--- src/rtl/adc_seq_pkg.sv ---
package adc_seq_pkg;

    localparam int NUM_CH    = 8;
    localparam int CH_W      = $clog2(NUM_CH);
    localparam int SEL_W     = CH_W + 1;
    localparam int SHORT_LEN = 4;

    // internal source codes that carry a real reference; the rest are reserved
    localparam logic [NUM_CH-1:0] INT_VALID = 8'b0111_0000;

    typedef struct packed {
        logic            src_int;
        logic [CH_W-1:0] base;
        logic            multi;
        logic            len8;
        logic            once;
    } seq_cfg_t;

    typedef enum logic [1:0] {
        ST_IDLE,
        ST_REQ,
        ST_WAIT,
        ST_FIN
    } seq_st_t;

    typedef struct packed {
        seq_st_t         st;
        seq_cfg_t        cfg;
        logic [CH_W-1:0] idx;
        logic            done;
    } seq_ctl_t;

endpackage

--- src/rtl/adc_seq_len_dec.sv ---
module adc_seq_len_dec
    import adc_seq_pkg::*;
(
    input  logic            len8,
    input  logic            once,
    output logic [CH_W-1:0] last_idx
);

    localparam logic [CH_W-1:0] LAST_LONG  = CH_W'(NUM_CH - 1);
    localparam logic [CH_W-1:0] LAST_SHORT = CH_W'(SHORT_LEN - 1);

    always_comb begin
        if (len8) begin
            last_idx = LAST_LONG;
        end else if (once) begin
            last_idx = '0;
        end else begin
            last_idx = LAST_SHORT;
        end
    end

endmodule

--- src/rtl/adc_seq_chan_map.sv ---
module adc_seq_chan_map
    import adc_seq_pkg::*;
(
    input  logic             src_int,
    input  logic [CH_W-1:0]  base,
    input  logic             multi,
    input  logic [CH_W-1:0]  idx,
    output logic [SEL_W-1:0] chan,
    output logic             rsv
);

    logic [CH_W-1:0] ch_low;

    always_comb begin
        // the CH_W-bit sum wraps naturally modulo NUM_CH
        ch_low = multi ? CH_W'(base + idx) : base;
        chan   = {src_int, ch_low};
        rsv    = src_int && !INT_VALID[ch_low];
    end

endmodule

--- src/rtl/adc_seq_res_bank.sv ---
module adc_seq_res_bank #(
    parameter int DATA_W = 10,
    parameter int NUM    = 8,
    localparam int AW    = $clog2(NUM)
) (
    input  logic                  clk,
    input  logic                  rst_n,
    input  logic                  we,
    input  logic [AW-1:0]         waddr,
    input  logic [DATA_W-1:0]     wdata,
    output logic [NUM*DATA_W-1:0] res_flat
);

    logic [DATA_W-1:0] slot_q [NUM];

    for (genvar g = 0; g < NUM; g++) begin : g_slot
        always_ff @(posedge clk or negedge rst_n) begin
            if (!rst_n) begin
                slot_q[g] <= '0;
            end else if (we && (waddr == AW'(g))) begin
                slot_q[g] <= wdata;
            end
        end
        assign res_flat[g*DATA_W +: DATA_W] = slot_q[g];
    end

endmodule

--- src/rtl/adc_seq_ctrl.sv ---
module adc_seq_ctrl
    import adc_seq_pkg::*;
#(
    parameter int DATA_W = 10
) (
    input  logic                     clk,
    input  logic                     rst_n,
    input  logic                     start_i,
    input  logic [SEL_W-1:0]         sel_i,
    input  logic                     multi_i,
    input  logic                     len8_i,
    input  logic                     once_i,
    input  logic                     ack_i,
    output logic                     conv_req_o,
    output logic [SEL_W-1:0]         conv_chan_o,
    input  logic                     conv_done_i,
    input  logic [DATA_W-1:0]        conv_data_i,
    output logic [NUM_CH*DATA_W-1:0] res_o,
    output logic                     seq_done_o
);

    seq_ctl_t          ctl_d, ctl_q;
    logic [CH_W-1:0]   last_idx;
    logic              rsv;
    logic              wr_en;
    logic [DATA_W-1:0] wr_data;

    adc_seq_len_dec u_len (
        .len8     (ctl_q.cfg.len8),
        .once     (ctl_q.cfg.once),
        .last_idx (last_idx)
    );

    adc_seq_chan_map u_map (
        .src_int (ctl_q.cfg.src_int),
        .base    (ctl_q.cfg.base),
        .multi   (ctl_q.cfg.multi),
        .idx     (ctl_q.idx),
        .chan    (conv_chan_o),
        .rsv     (rsv)
    );

    always_comb begin
        ctl_d   = ctl_q;
        wr_en   = 1'b0;
        wr_data = rsv ? '0 : conv_data_i;

        if (ack_i) begin
            ctl_d.done = 1'b0;
        end

        unique case (ctl_q.st)
            ST_IDLE: ;
            ST_REQ: begin
                ctl_d.st = ST_WAIT;
            end
            ST_WAIT: begin
                if (conv_done_i) begin
                    wr_en = 1'b1;
                    if (ctl_q.idx == last_idx) begin
                        ctl_d.st = ST_FIN;
                    end else begin
                        ctl_d.idx = CH_W'(ctl_q.idx + 1'b1);
                        ctl_d.st  = ST_REQ;
                    end
                end
            end
            ST_FIN: begin
                ctl_d.st   = ST_IDLE;
                ctl_d.done = 1'b1;
            end
            default: ctl_d.st = ST_IDLE;
        endcase

        // a start always wins: abort and reload
        if (start_i) begin
            wr_en               = 1'b0;
            ctl_d.st            = ST_REQ;
            ctl_d.idx           = '0;
            ctl_d.done          = 1'b0;
            ctl_d.cfg.src_int   = sel_i[SEL_W-1];
            ctl_d.cfg.base      = sel_i[CH_W-1:0];
            ctl_d.cfg.multi     = multi_i;
            ctl_d.cfg.len8      = len8_i;
            ctl_d.cfg.once      = once_i;
        end
    end

    always_ff @(posedge clk or negedge rst_n) begin
        if (!rst_n) begin
            ctl_q <= '{st: ST_IDLE, cfg: '0, idx: '0, done: 1'b0};
        end else begin
            ctl_q <= ctl_d;
        end
    end

    adc_seq_res_bank #(
        .DATA_W (DATA_W),
        .NUM    (NUM_CH)
    ) u_bank (
        .clk      (clk),
        .rst_n    (rst_n),
        .we       (wr_en),
        .waddr    (ctl_q.idx),
        .wdata    (wr_data),
        .res_flat (res_o)
    );

    assign conv_req_o = (ctl_q.st == ST_REQ);
    assign seq_done_o = ctl_q.done;

endmodule

--- config.mk ---
export PLATFORM = sky130hd
export DESIGN_NAME = adc_seq_ctrl
export DESIGN_NICKNAME = d
export VERILOG_FILES = /design/src/rtl/adc_seq_pkg.sv /design/src/rtl/adc_seq_len_dec.sv /design/src/rtl/adc_seq_chan_map.sv /design/src/rtl/adc_seq_res_bank.sv /design/src/rtl/adc_seq_ctrl.sv
export SDC_FILE = /design/constraint.sdc
export NUM_CORES = 1
export LEC_CHECK = 0
export ABC_AREA = 1
export CAP_MARGIN = 25
export CORE_MARGIN = 2
export CORE_UTILIZATION = 46
export CTS_CLUSTER_DIAMETER = 50
export DETAILED_ROUTE_END_ITERATION = 12
export GPL_ROUTABILITY_DRIVEN = 0
export GPL_TIMING_DRIVEN = 0
export PLACE_DENSITY = 0.75
export SYNTH_ARGS = -nofsm -noshare
export SYNTH_HDL_FRONTEND = slang
export SYNTH_SLANG_ARGS = --single-unit
--- constraint.sdc ---
create_clock -name clk -period 1.65 [get_ports clk]
set_input_delay 0.33 -clock clk [delete_from_list [all_inputs] [get_ports clk]]
set_output_delay 0.33 -clock clk [all_outputs]
set_load 0.05 [all_outputs]
==> impl_metrics.tcl, run 1 <==
set metrics [dict create \
    status "complete, but fails checks" \
    violations "negative setup slack" \
    drv_cap 0 \
    drive_above_1_share_pct 42.3 \
    met3_usage_pct 5.05 \
    final_cells 717 \
    num-fill-cells 871 \
    hpwl_um 7960 \
    cts.path.max_buffers 2 \
    fmax_ghz 0.462 \
    grt_use_met2_pct 33.2 \
    cts.clk_slew.worst_paths_ns 0.09 \
    rsz0062_at_grt "yes" \
    reg2reg_slack_ns -0.51 \
    p_comb_share_pct 23.9 \
    critPathLaunch "ctl_q[1]" \
    start_kind "flop" \
    fin_nets 606 \
    wl_per_cell_um 16.5 \
    cp_max_fo 7 \
    synth_cell_types 27 \
    antenna_found_initial 0 \
    die_h_um 107 \
    worst_pin_slew_ns 0.586 \
    grt_pass1_wl_um 18400 \
    insertedDiodeCount 0 \
    synth_top_area_share_pct 47.7 \
    track_usage_pct 21.0 \
    fin_crit_sh_pct 131 \
    ir_worst_vdd_v 0.000532 \
    syn_nets 487 \
    drtIter0Drc 125 \
    num_vias 3563 \
    cts_root_buffer "clkbuf_8" \
    synth-main-ff-cell "dfrtp_1" \
    hp-class "input port to flop" \
    p_total_mw 5.07 \
    seq_area_frac_synth_pct 47.7 \
    worstPathArrival_ns 2.43 \
    cp-endpoint "u_bank.res_flat[79]" \
    drt-total-wl_um 11900 \
    async_flop_share_pct 100 \
    regToRegEndpoint "u_bank.res_flat[79]" \
    pre_cts_ws_ns -0.844 \
    cts_buffers 9 \
    cts.sinks 93 \
    critPathRequiredTime_ns 1.92 \
    p_leak_nw 3.28 \
    setup_viol 83 \
    swShare_pct 33.0 \
    syn_area_per_cell_um2 10.7 \
    dpl_cell_area_um2 6070 \
    reg2reg_depth 12 \
    htree_levels 3 \
    fin_ws_ns -0.514 \
    final_area_um2 6510 \
    viasPerCell 4.97 \
    slew_headroom_pct 60.9 \
    postRouteAntennaNets 0 \
    final-hold-violation-count 0 \
    multi_input_area_um2 2230 \
    drcViolationCount 0 \
    ys_warn_count 0 \
    p_seq_share_pct 48.2 \
    min_period_ns 2.16 \
    hp-start "conv_data_i[6]" \
    regArea_um2 2330 \
    synthToLayoutAreaGrowth_pct 33.4 \
    grt-busiest-layer "met2" \
    dieArea_um2 11400 \
    synth_area_leaders "dfrtp_1 (48%), nand3_2 (16%), nand2_2 (11%), nand2_1 (8.2%), buf_6 (3.9%)" \
    grt_max_degree 52 \
    power.density_nw_per_um2 779 \
    synth_most_common_cell "nand2_1" \
    report.final.slew_viol_count 0 \
    synth_area_um2 4880 \
    core-area_um2 10300 \
    clk_latency_ns 0.37 \
    p_int_mw 3.40 \
    start_util_pct 47.3 \
    switchingPower_mw 1.67 \
    clkPwrFrac_pct 27.9 \
    cts_tree "done" \
    use_met1_pct 28.3 \
    netlist_top_cells_count "nand2_1 (106), dfrtp_1 (93), nand2_2 (83), nand3_2 (80), inv_1 (19)" \
    synth_edf_count 0 \
    drt_pre_antenna_iters 4 \
    die_w_um 107 \
    first_global_vias 3549 \
    rr_startpoint "ctl_q[1]" \
    yosysTopAreaCell "dfrtp_1" \
    ys_seq_elements 93 \
    cp-end-kind "flop" \
    rows 37 \
    worstSetupPathType "flop to flop" \
    overflow 0 \
    io_buffers 97 \
    place_inst 691 \
    io_pins 108 \
    postSynthCellCount 457 \
    finalClockSkew_ns 0.0101 \
]
critical path, cell delays in order, from the launching register on:
cell and delay, ns:
dfrtp_1 0.41, ha_2 0.19, fa_2 0.54, nand2_2 0.06
o21ai_4 0.09, buf_6 0.13, nand2_4 0.05, nand2_4 0.10
nand2_8 0.06, buf_12 0.15, clkbuf_16 0.17, nand3_4 0.07
nand2_2 0.04
power by group through the flow:
| stage | clock (mW) | sequential, mW | combinational, mW |
|---|---|---|---|
| final | 1.41 | 2.45 | 1.21 |
| after CTS | 1.44 | 2.45 | 1.11 |
| after detailed placement | 0 | 2.49 | 1.11 |
| after floorplan | 0 | 2.76 | 0.473 |
| after global routing | 1.56 | 2.46 | 1.28 |
| after global placement | 0 | 2.49 | 1.09 |
worst min path at each step:
stage	slack [ns]	cells after the start	end
6_report	0.24	3	u_bank.res_flat[16]
5_1_grt	0.23	3	u_bank.res_flat[46]
4_1_cts	0.23	3	u_bank.res_flat[13]
3_5_place_dp	0.37	1	u_bank.res_flat[14]
3_3_place_gp	0.47	2	u_bank.res_flat[39]
2_1_floorplan	0.03	0	ctl_q[10]
stage by stage:
stage	TNS (ns)	hold WS, ns	utilization, %
after floorplan	-30.24	0.0344	-
final	-39.85	0.240	63.1
after global placement	-318.11	0.473	58.5
after detailed placement	-29.31	0.367	58.8
after CTS	-36.96	0.235	60.4
after global routing	-45.70	0.232	63.1
kinds of logic after synthesis:
group                    count (synthesis)  share of synthesized area (%)
flip-flops                              93                           47.7
adder cells (fa/ha/maj)                  8                           2.21
AO/OA/AOI/OAI                           13                           1.36
XOR/XNOR                                 1                          0.180
AND/OR/NAND/NOR                        286                           38.2
buffers and inverters                   55                           10.2
multiplexers                             1                          0.205
flip-flops by register name, summed over array words and instances, names as in the netlist:
register,flops
ctl_q,12
seq_done_o,1
u_bank.res_flat,80
routing by layer:
| layer | vias up | wire length (µm) | part of all wire [%] |
|---|---|---|---|
| li1 | 1689 | - | - |
| met1 | 1757 | 5290 | 45 |
| met2 | 94 | 5750 | 48 |
| met3 | 23 | 582 | 4.9 |
| met4 | 0 | 235 | 2.0 |
| met5 | - | 0 | 0 |
placed cells by master (no fill, tap or decap), types with 2 or more instances in the layout:
| master | netlist | layout |
|---|---|---|
| buf_12 | 8 | 9 |
| nand3_1 | 5 | 4 |
| dfrtp_1 | 93 | 92 |
| nand3_2 | 80 | 63 |
| o21ai_0 | 10 | 8 |
| nand2_2 | 83 | 85 |
| clkdlybuf4s50_1 | 0 | 10 |
| inv_2 | 4 | 4 |
| ha_1 | 7 | 6 |
| nand2_1 | 106 | 102 |
| o21ai_1 | 1 | 2 |
| buf_6 | 17 | 20 |
| bufinv_8 | 2 | 2 |
| inv_1 | 19 | 19 |
| clkbuf_1 | 3 | 4 |
| buf_4 | 1 | 4 |
| nand2_4 | 2 | 4 |
| nand3_4 | 0 | 18 |
| clkbuf_8 | 0 | 10 |
| clkinvlp_4 | 0 | 3 |
| clkdlybuf4s15_1 | 0 | 20 |
| clkbuf_16 | 0 | 4 |
| nor3_2 | 6 | 6 |
| dlygate4sd2_1 | 0 | 61 |
| buf_2 | 0 | 2 |
area by class of cell:
type / count / area share, %
sequential: 93 / 35.8
multi-input combinational: 309 / 34.3
timing repair buffer: 108 / 17.0
buffer: 29 / 5.69
tap: 136 / 2.61
clock buffer: 11 / 2.17
inverter: 26 / 1.96
clock inverter: 5 / 0.557
repair_timing:
action | in CTS | in global routing
pin swaps | 1 | 5
gates cloned | 1 | 4
setup buffers | 3 | 1
endpoints found under the hold margin | 42 | 0
setup endpoints to repair | 166 | 104
hold buffers | 1 | 0
gates resized for setup | 116 | 43
(Power assumes the default switching activity.)
==> run 2, diff against run 1 <==
--- a/config.mk
+++ b/config.mk
@@ -14,5 +14,5 @@
 export GPL_ROUTABILITY_DRIVEN = 0
 export GPL_TIMING_DRIVEN = 0
-export PLACE_DENSITY = 0.75
+export PLACE_DENSITY = 0.77
 export SYNTH_ARGS = -nofsm -noshare
 export SYNTH_HDL_FRONTEND = slang
==> constraint.sdc (replaced) <==
create_clock -name clk -period 1.65 [get_ports clk]
set_input_delay 0.33 -clock clk [delete_from_list [all_inputs] [get_ports clk]]
set_output_delay 0.33 -clock clk [all_outputs]
set_load 0.01 [all_outputs]
==> run 2 against run 1 <==
The run still ends with negative setup slack left. Via count decreased by 1.2%. Register-to-register slack better by 0.15 ns. Global-route usage shrank 0.39 points. Sequential power is essentially flat. Power shrank 4.3%. Core utilization down 0.88 points. Routed wire length shrank 2.2%. Combinational power decreased by 30%. Critical path type is now flop to output port. Critical endpoint is now conv_chan_o[1]. Largest cell class unchanged.
==> impl_metrics.tcl, run 2 (synthesis results as in run 1) <==
set metrics [dict create \
    status "complete, but fails checks" \
    violations "negative setup slack" \
    report.final.slew_viol_count 0 \
    min_period_ns 2.06 \
    fin_crit_sh_pct 125 \
    final_common_cell "nand2_1" \
    cts_tree "done" \
    track_usage_pct 20.6 \
    first_global_vias 3522 \
    die_w_um 107 \
    start_util_pct 47.3 \
    cts_root_buffer "clkbuf_8" \
    worstPathArrival_ns 1.73 \
    ir_worst_vdd_v 0.000370 \
    io_buffers 97 \
    num-fill-cells 851 \
    critPathLaunch "ctl_q[7]" \
    drcViolationCount 0 \
    cp_max_fo 2 \
    final_area_um2 6420 \
    holdWs_ns 0.247 \
    insertedDiodeCount 0 \
    p_total_mw 4.85 \
    worstSetupPathType "flop to output port" \
    hold_depth 3 \
    cp-end-kind "output port" \
    drv_cap 0 \
    cts_buffers 9 \
    postRouteAntennaNets 0 \
    setup_viol 83 \
    rows 37 \
    regToRegEndpoint "u_bank.res_flat[69]" \
    final-hold-violation-count 0 \
    reg2reg_slack_ns -0.36 \
    finalClockSkew_ns 0.0181 \
    hpwl_um 7890 \
    critical_path.max_stage_delay_ns 0.53 \
    fin_ws_ns -0.412 \
    cts.path.max_buffers 2 \
    fin_nets 604 \
    holdPathEnd "u_bank.res_flat[39]" \
    num_vias 3520 \
    grt_max_degree 58 \
    reg2reg_depth 10 \
    htree_levels 3 \
    p_leak_nw 3.38 \
    grt_pass1_wl_um 18200 \
    pre_cts_ws_ns -0.567 \
    largest_reg_flops 80 \
    cts.clk_slew.worst_paths_ns 0.10 \
    dpl_cell_area_um2 6050 \
    wl_per_cell_um 16.2 \
    io_pins 108 \
    start_kind "flop" \
    hp-start "conv_data_i[9]" \
    core-area_um2 10300 \
    dieArea_um2 11400 \
    overflow 0 \
    mostFrequentLayoutCells "nand2_1 (104), dfrtp_1 (92), nand2_2 (85), nand3_2 (80), clkdlybuf4s50_1 (64)" \
    slowest_stage "fa_2" \
    cp.buffers_inverters 1 \
    clk_latency_ns 0.36 \
    synthToLayoutAreaGrowth_pct 31.6 \
    die_h_um 107 \
    fmax_ghz 0.485 \
    cts.sinks 93 \
    worst_pin_slew_ns 0.515 \
    final_cells 715 \
    drive_above_1_share_pct 41.5 \
    crit_family "adder cells" \
    drt_pre_antenna_iters 4 \
    critPathRequiredTime_ns 1.32 \
    antenna_found_initial 0 \
    hp-class "input port to flop" \
    drtIter0Drc 112 \
    rr_startpoint "ctl_q[7]" \
    viasPerCell 4.92 \
    place_inst 691 \
    power.density_nw_per_um2 756 \
    post-route-util_pct 62.2 \
    fin_setup_tns_ns -27.35 \
    drt-total-wl_um 11600 \
    slew_headroom_pct 65.6 \
    rsz0062_at_grt "yes" \
    cp_cell_sequence "ha_2 > fa_2 > nand2_2 > o21ai_2 > buf_2" \
]
run 2: cell types whose count changed in the layout (fill, tap and decap cells not counted), moves of 17 or more:
cell | previous run | this run
clkdlybuf4s50_1 | 10 | 64
clkdlybuf4s15_1 | 20 | 0
nand3_4 | 18 | 0
dlymetal6s2s_1 | 0 | 27
nand3_2 | 63 | 80
dlygate4sd2_1 | 61 | 2
run 2: repair_timing:
item,in CTS,in global routing
hold buffers,1,0
gates cloned,0,2
hold endpoints to repair,36,0
setup buffers,3,2
gates resized for setup,18,31
pin swaps,1,2
setup endpoints to repair,85,110
run 2: cell type report:
class                   count  area (µm²)  area share (%)
multi-input cells         310        2100            32.7
clock buffers              11         141            2.20
flip-flops and latches     93        2330            36.3
inverters                  26         128            1.99
clock inverters             5        60.1           0.935
plain buffers              29         370            5.77
repair buffers            105        1120            17.5
well taps                 136         170            2.65
run 2: worst max-delay path by stage:
| stage | slack [ns] | endpoint | cells after the start |
|---|---|---|---|
| 6_report | -0.41 | conv_chan_o[1] | 5 |
| 5_1_grt | -0.48 | conv_chan_o[2] | 7 |
| 4_1_cts | -0.42 | conv_chan_o[1] | 5 |
| 3_5_place_dp | -0.57 | conv_chan_o[2] | 8 |
| 3_3_place_gp | -3.15 | seq_done_o | 1 |
| 2_1_floorplan | -0.25 | u_bank.res_flat[30] | 10 |
run 2: worst register-to-register path: stages (launching register included):
cell,delay [ns]
dfrtp_1,0.40
ha_2,0.19
fa_2,0.53
nand2_2,0.05
o21ai_2,0.06
nand2_1,0.15
nand2_8,0.14
nand2_8,0.10
clkbuf_16,0.19
nand3_2,0.06
nand2_2,0.04
run 2: power by group:
group	switching (mW)	internal (mW)
clock	0.812	0.746
sequential	0.0683	2.38
combinational	0.458	0.395
total	1.34	3.52
run 2: layer usage:
layer / GRT usage, % / part of all wire [%]
met1: 27.6 / 43
met2: 32.5 / 49
met3: 5.65 / 6.0
met4: 6.96 / 2.4
met5: 0 / 0
==> run 3, diff against run 2 <==
- CTS_CLUSTER_SIZE: unset -> 40
- clock period: 1.65 -> 1.8 ns (I/O delays scaled with it)
==> run 3 against run 2 <==
The run still ends with negative setup slack left. Power shrank 5.9%. Non-clock buffer count is 11 higher. Routed wire length rose by 0.98%. Largest power group unchanged. Design area up 2.2%. Sequential cell count stayed put. Register-to-register slack improved by 0.08 ns. Die area unchanged. Sequential share of layout area decreased by 0.80 points. Critical path depth stayed put. Global-route usage grew 0.25 points.
==> impl_metrics.tcl, run 3 (synthesis results as in run 1) <==
set metrics [dict create \
    cts_buffers 9 \
    start_kind "flop" \
    first_global_vias 3576 \
    synthToLayoutAreaGrowth_pct 34.5 \
    drt-total-wl_um 11700 \
    cp-end-kind "output port" \
    wl_per_cell_um 16.2 \
    cp_max_fo 2 \
    rows 37 \
    final-hold-violation-count 0 \
    start_util_pct 47.3 \
    fin_ws_ns -0.287 \
    cp_cell_sequence "ha_2 > fa_2 > nand2_2 > o21ai_2 > buf_2" \
    cts.path.max_buffers 2 \
    track_usage_pct 20.9 \
    met3_usage_pct 5.65 \
    htree_levels 3 \
    viasPerCell 4.91 \
    crit_family "adder cells" \
    rsz0062_at_grt "yes" \
    violations "negative setup slack" \
    hp-class "input port to flop" \
    hpwl_um 7890 \
    drive_above_1_share_pct 42.4 \
    worstSetupPathType "flop to output port" \
    drtIter0Drc 141 \
    grt_max_degree 58 \
    setup_viol 82 \
    slew_headroom_pct 66.0 \
    postRouteAntennaNets 0 \
    antenna_found_initial 0 \
    place_inst 691 \
    die_h_um 107 \
    drv_cap 0 \
    finalClockSkew_ns 0.0156 \
    final_cells 725 \
    worstPathArrival_ns 1.73 \
    fmax_ghz 0.479 \
    fin_nets 614 \
    cp.buffers_inverters 1 \
    num_vias 3560 \
    core-area_um2 10300 \
    cts_root_buffer "clkbuf_8" \
    overflow 0 \
    critical_path.max_stage_delay_ns 0.53 \
    grt-busiest-layer "met2" \
    status "complete, but fails checks" \
    die_w_um 107 \
    worst_pin_slew_ns 0.511 \
    cts.clk_slew.worst_paths_ns 0.10 \
    p_leak_nw 3.02 \
    dieArea_um2 11400 \
    io_buffers 97 \
    critPathRequiredTime_ns 1.44 \
    grt_use_met2_pct 33.0 \
    clk_latency_ns 0.36 \
    slowest_stage "fa_2" \
    final_common_cell "nand2_1" \
    fin_crit_sh_pct 116 \
    largest_reg_flops 80 \
    cts_tree "done" \
    insertedDiodeCount 0 \
    report.final.slew_viol_count 0 \
    drcViolationCount 0 \
    grt_pass1_wl_um 18400 \
    mostFrequentLayoutCells "nand2_1 (104), dfrtp_1 (92), clkdlybuf4s50_1 (92), nand2_2 (85), nand3_2 (79)" \
    drt_pre_antenna_iters 4 \
    io_pins 108 \
    p_total_mw 4.57 \
    use_met1_pct 27.9 \
    power.density_nw_per_um2 696 \
    min_period_ns 2.09 \
    cts.sinks 93 \
    ir_worst_vdd_v 0.000350 \
]
[run 3: changes by cell type in the layout (fill, tap and decap cells not counted)]
cell and delta:
buf_12 +1, buf_16 +1, buf_6 +3, clkbuf_16 +6, clkdlybuf4s50_1 +28, dlygate4sd2_1 -1, dlymetal6s2s_1 -27, nand2_4 +1
nand2_8 -2, nand3_2 -1, nand3_4 +1
[run 3: final timing paths]
kind                                     start                   to  slack (ns)  cells past startpoint
max in group asynchronous                rst_n            ctl_q[11]        0.62                      3
min in group asynchronous                rst_n  u_bank.res_flat[14]        0.50                      2
hold / removal                  conv_data_i[6]  u_bank.res_flat[36]        0.28                      3
setup / recovery                      ctl_q[7]       conv_chan_o[1]       -0.29                      5
setup reg to reg                      ctl_q[7]  u_bank.res_flat[68]       -0.28                     13
hold reg to reg            u_bank.res_flat[64]  u_bank.res_flat[64]        0.50                      2
[run 3: layout make-up]
| class | instances | area, µm² |
|---|---|---|
| multi-input combinational | 309 | 2080 |
| timing repair buffer | 116 | 1290 |
| buffer | 29 | 370 |
| clock buffer | 11 | 141 |
| tap | 136 | 170 |
| inverter | 26 | 128 |
| clock inverter | 5 | 60.1 |
| sequential | 93 | 2330 |
| fill | 829 | 3760 |
[run 3: stage by stage]
stage                     hold slack [ns]  area (µm²)  worst slack (ns)  TNS [ns]  util (%)
after global placement              0.474        6030             -3.03   -294.70      58.4
after CTS                           0.278        6350            -0.301    -15.82      61.5
after floorplan                    0.0644        4890           -0.0954     -7.63         -
after global routing                0.263        6560            -0.365    -26.92      63.6
final                               0.281        6560            -0.287    -19.77      63.6
after detailed placement            0.362        6050            -0.447    -12.88      58.6
[run 3: what timing repair did]
item | CTS | global route
endpoints found under the setup margin | 85 | 83
buffers inserted | 6 | 3
gates cloned | 1 | 7
hold buffers | 1 | 0
gates resized for setup | 17 | 7
pin swaps | 1 | 2
hold endpoints to repair | 36 | 0
[run 3: power breakdown]
group          switching, mW  internal [mW]  total (mW)
clock                  0.742          0.684        1.43
combinational          0.433          0.465       0.898
sequential            0.0659           2.18        2.24
[run 3: layer usage]
| layer | wire length [µm] | share of wire [%] | vias up |
|---|---|---|---|
| met5 | 0 | 0 | - |
| met4 | 242 | 2.1 | 0 |
| met3 | 728 | 6.2 | 20 |
| met2 | 5690 | 49 | 108 |
| met1 | 5060 | 43 | 1732 |
| li1 | - | - | 1700 |
[run 3: worst min-delay path, delay by kind of cell]
family | cells | cell delay (ns)
buffers and inverters | 1 | 0.13
AND/OR/NAND/NOR | 2 | 0.11
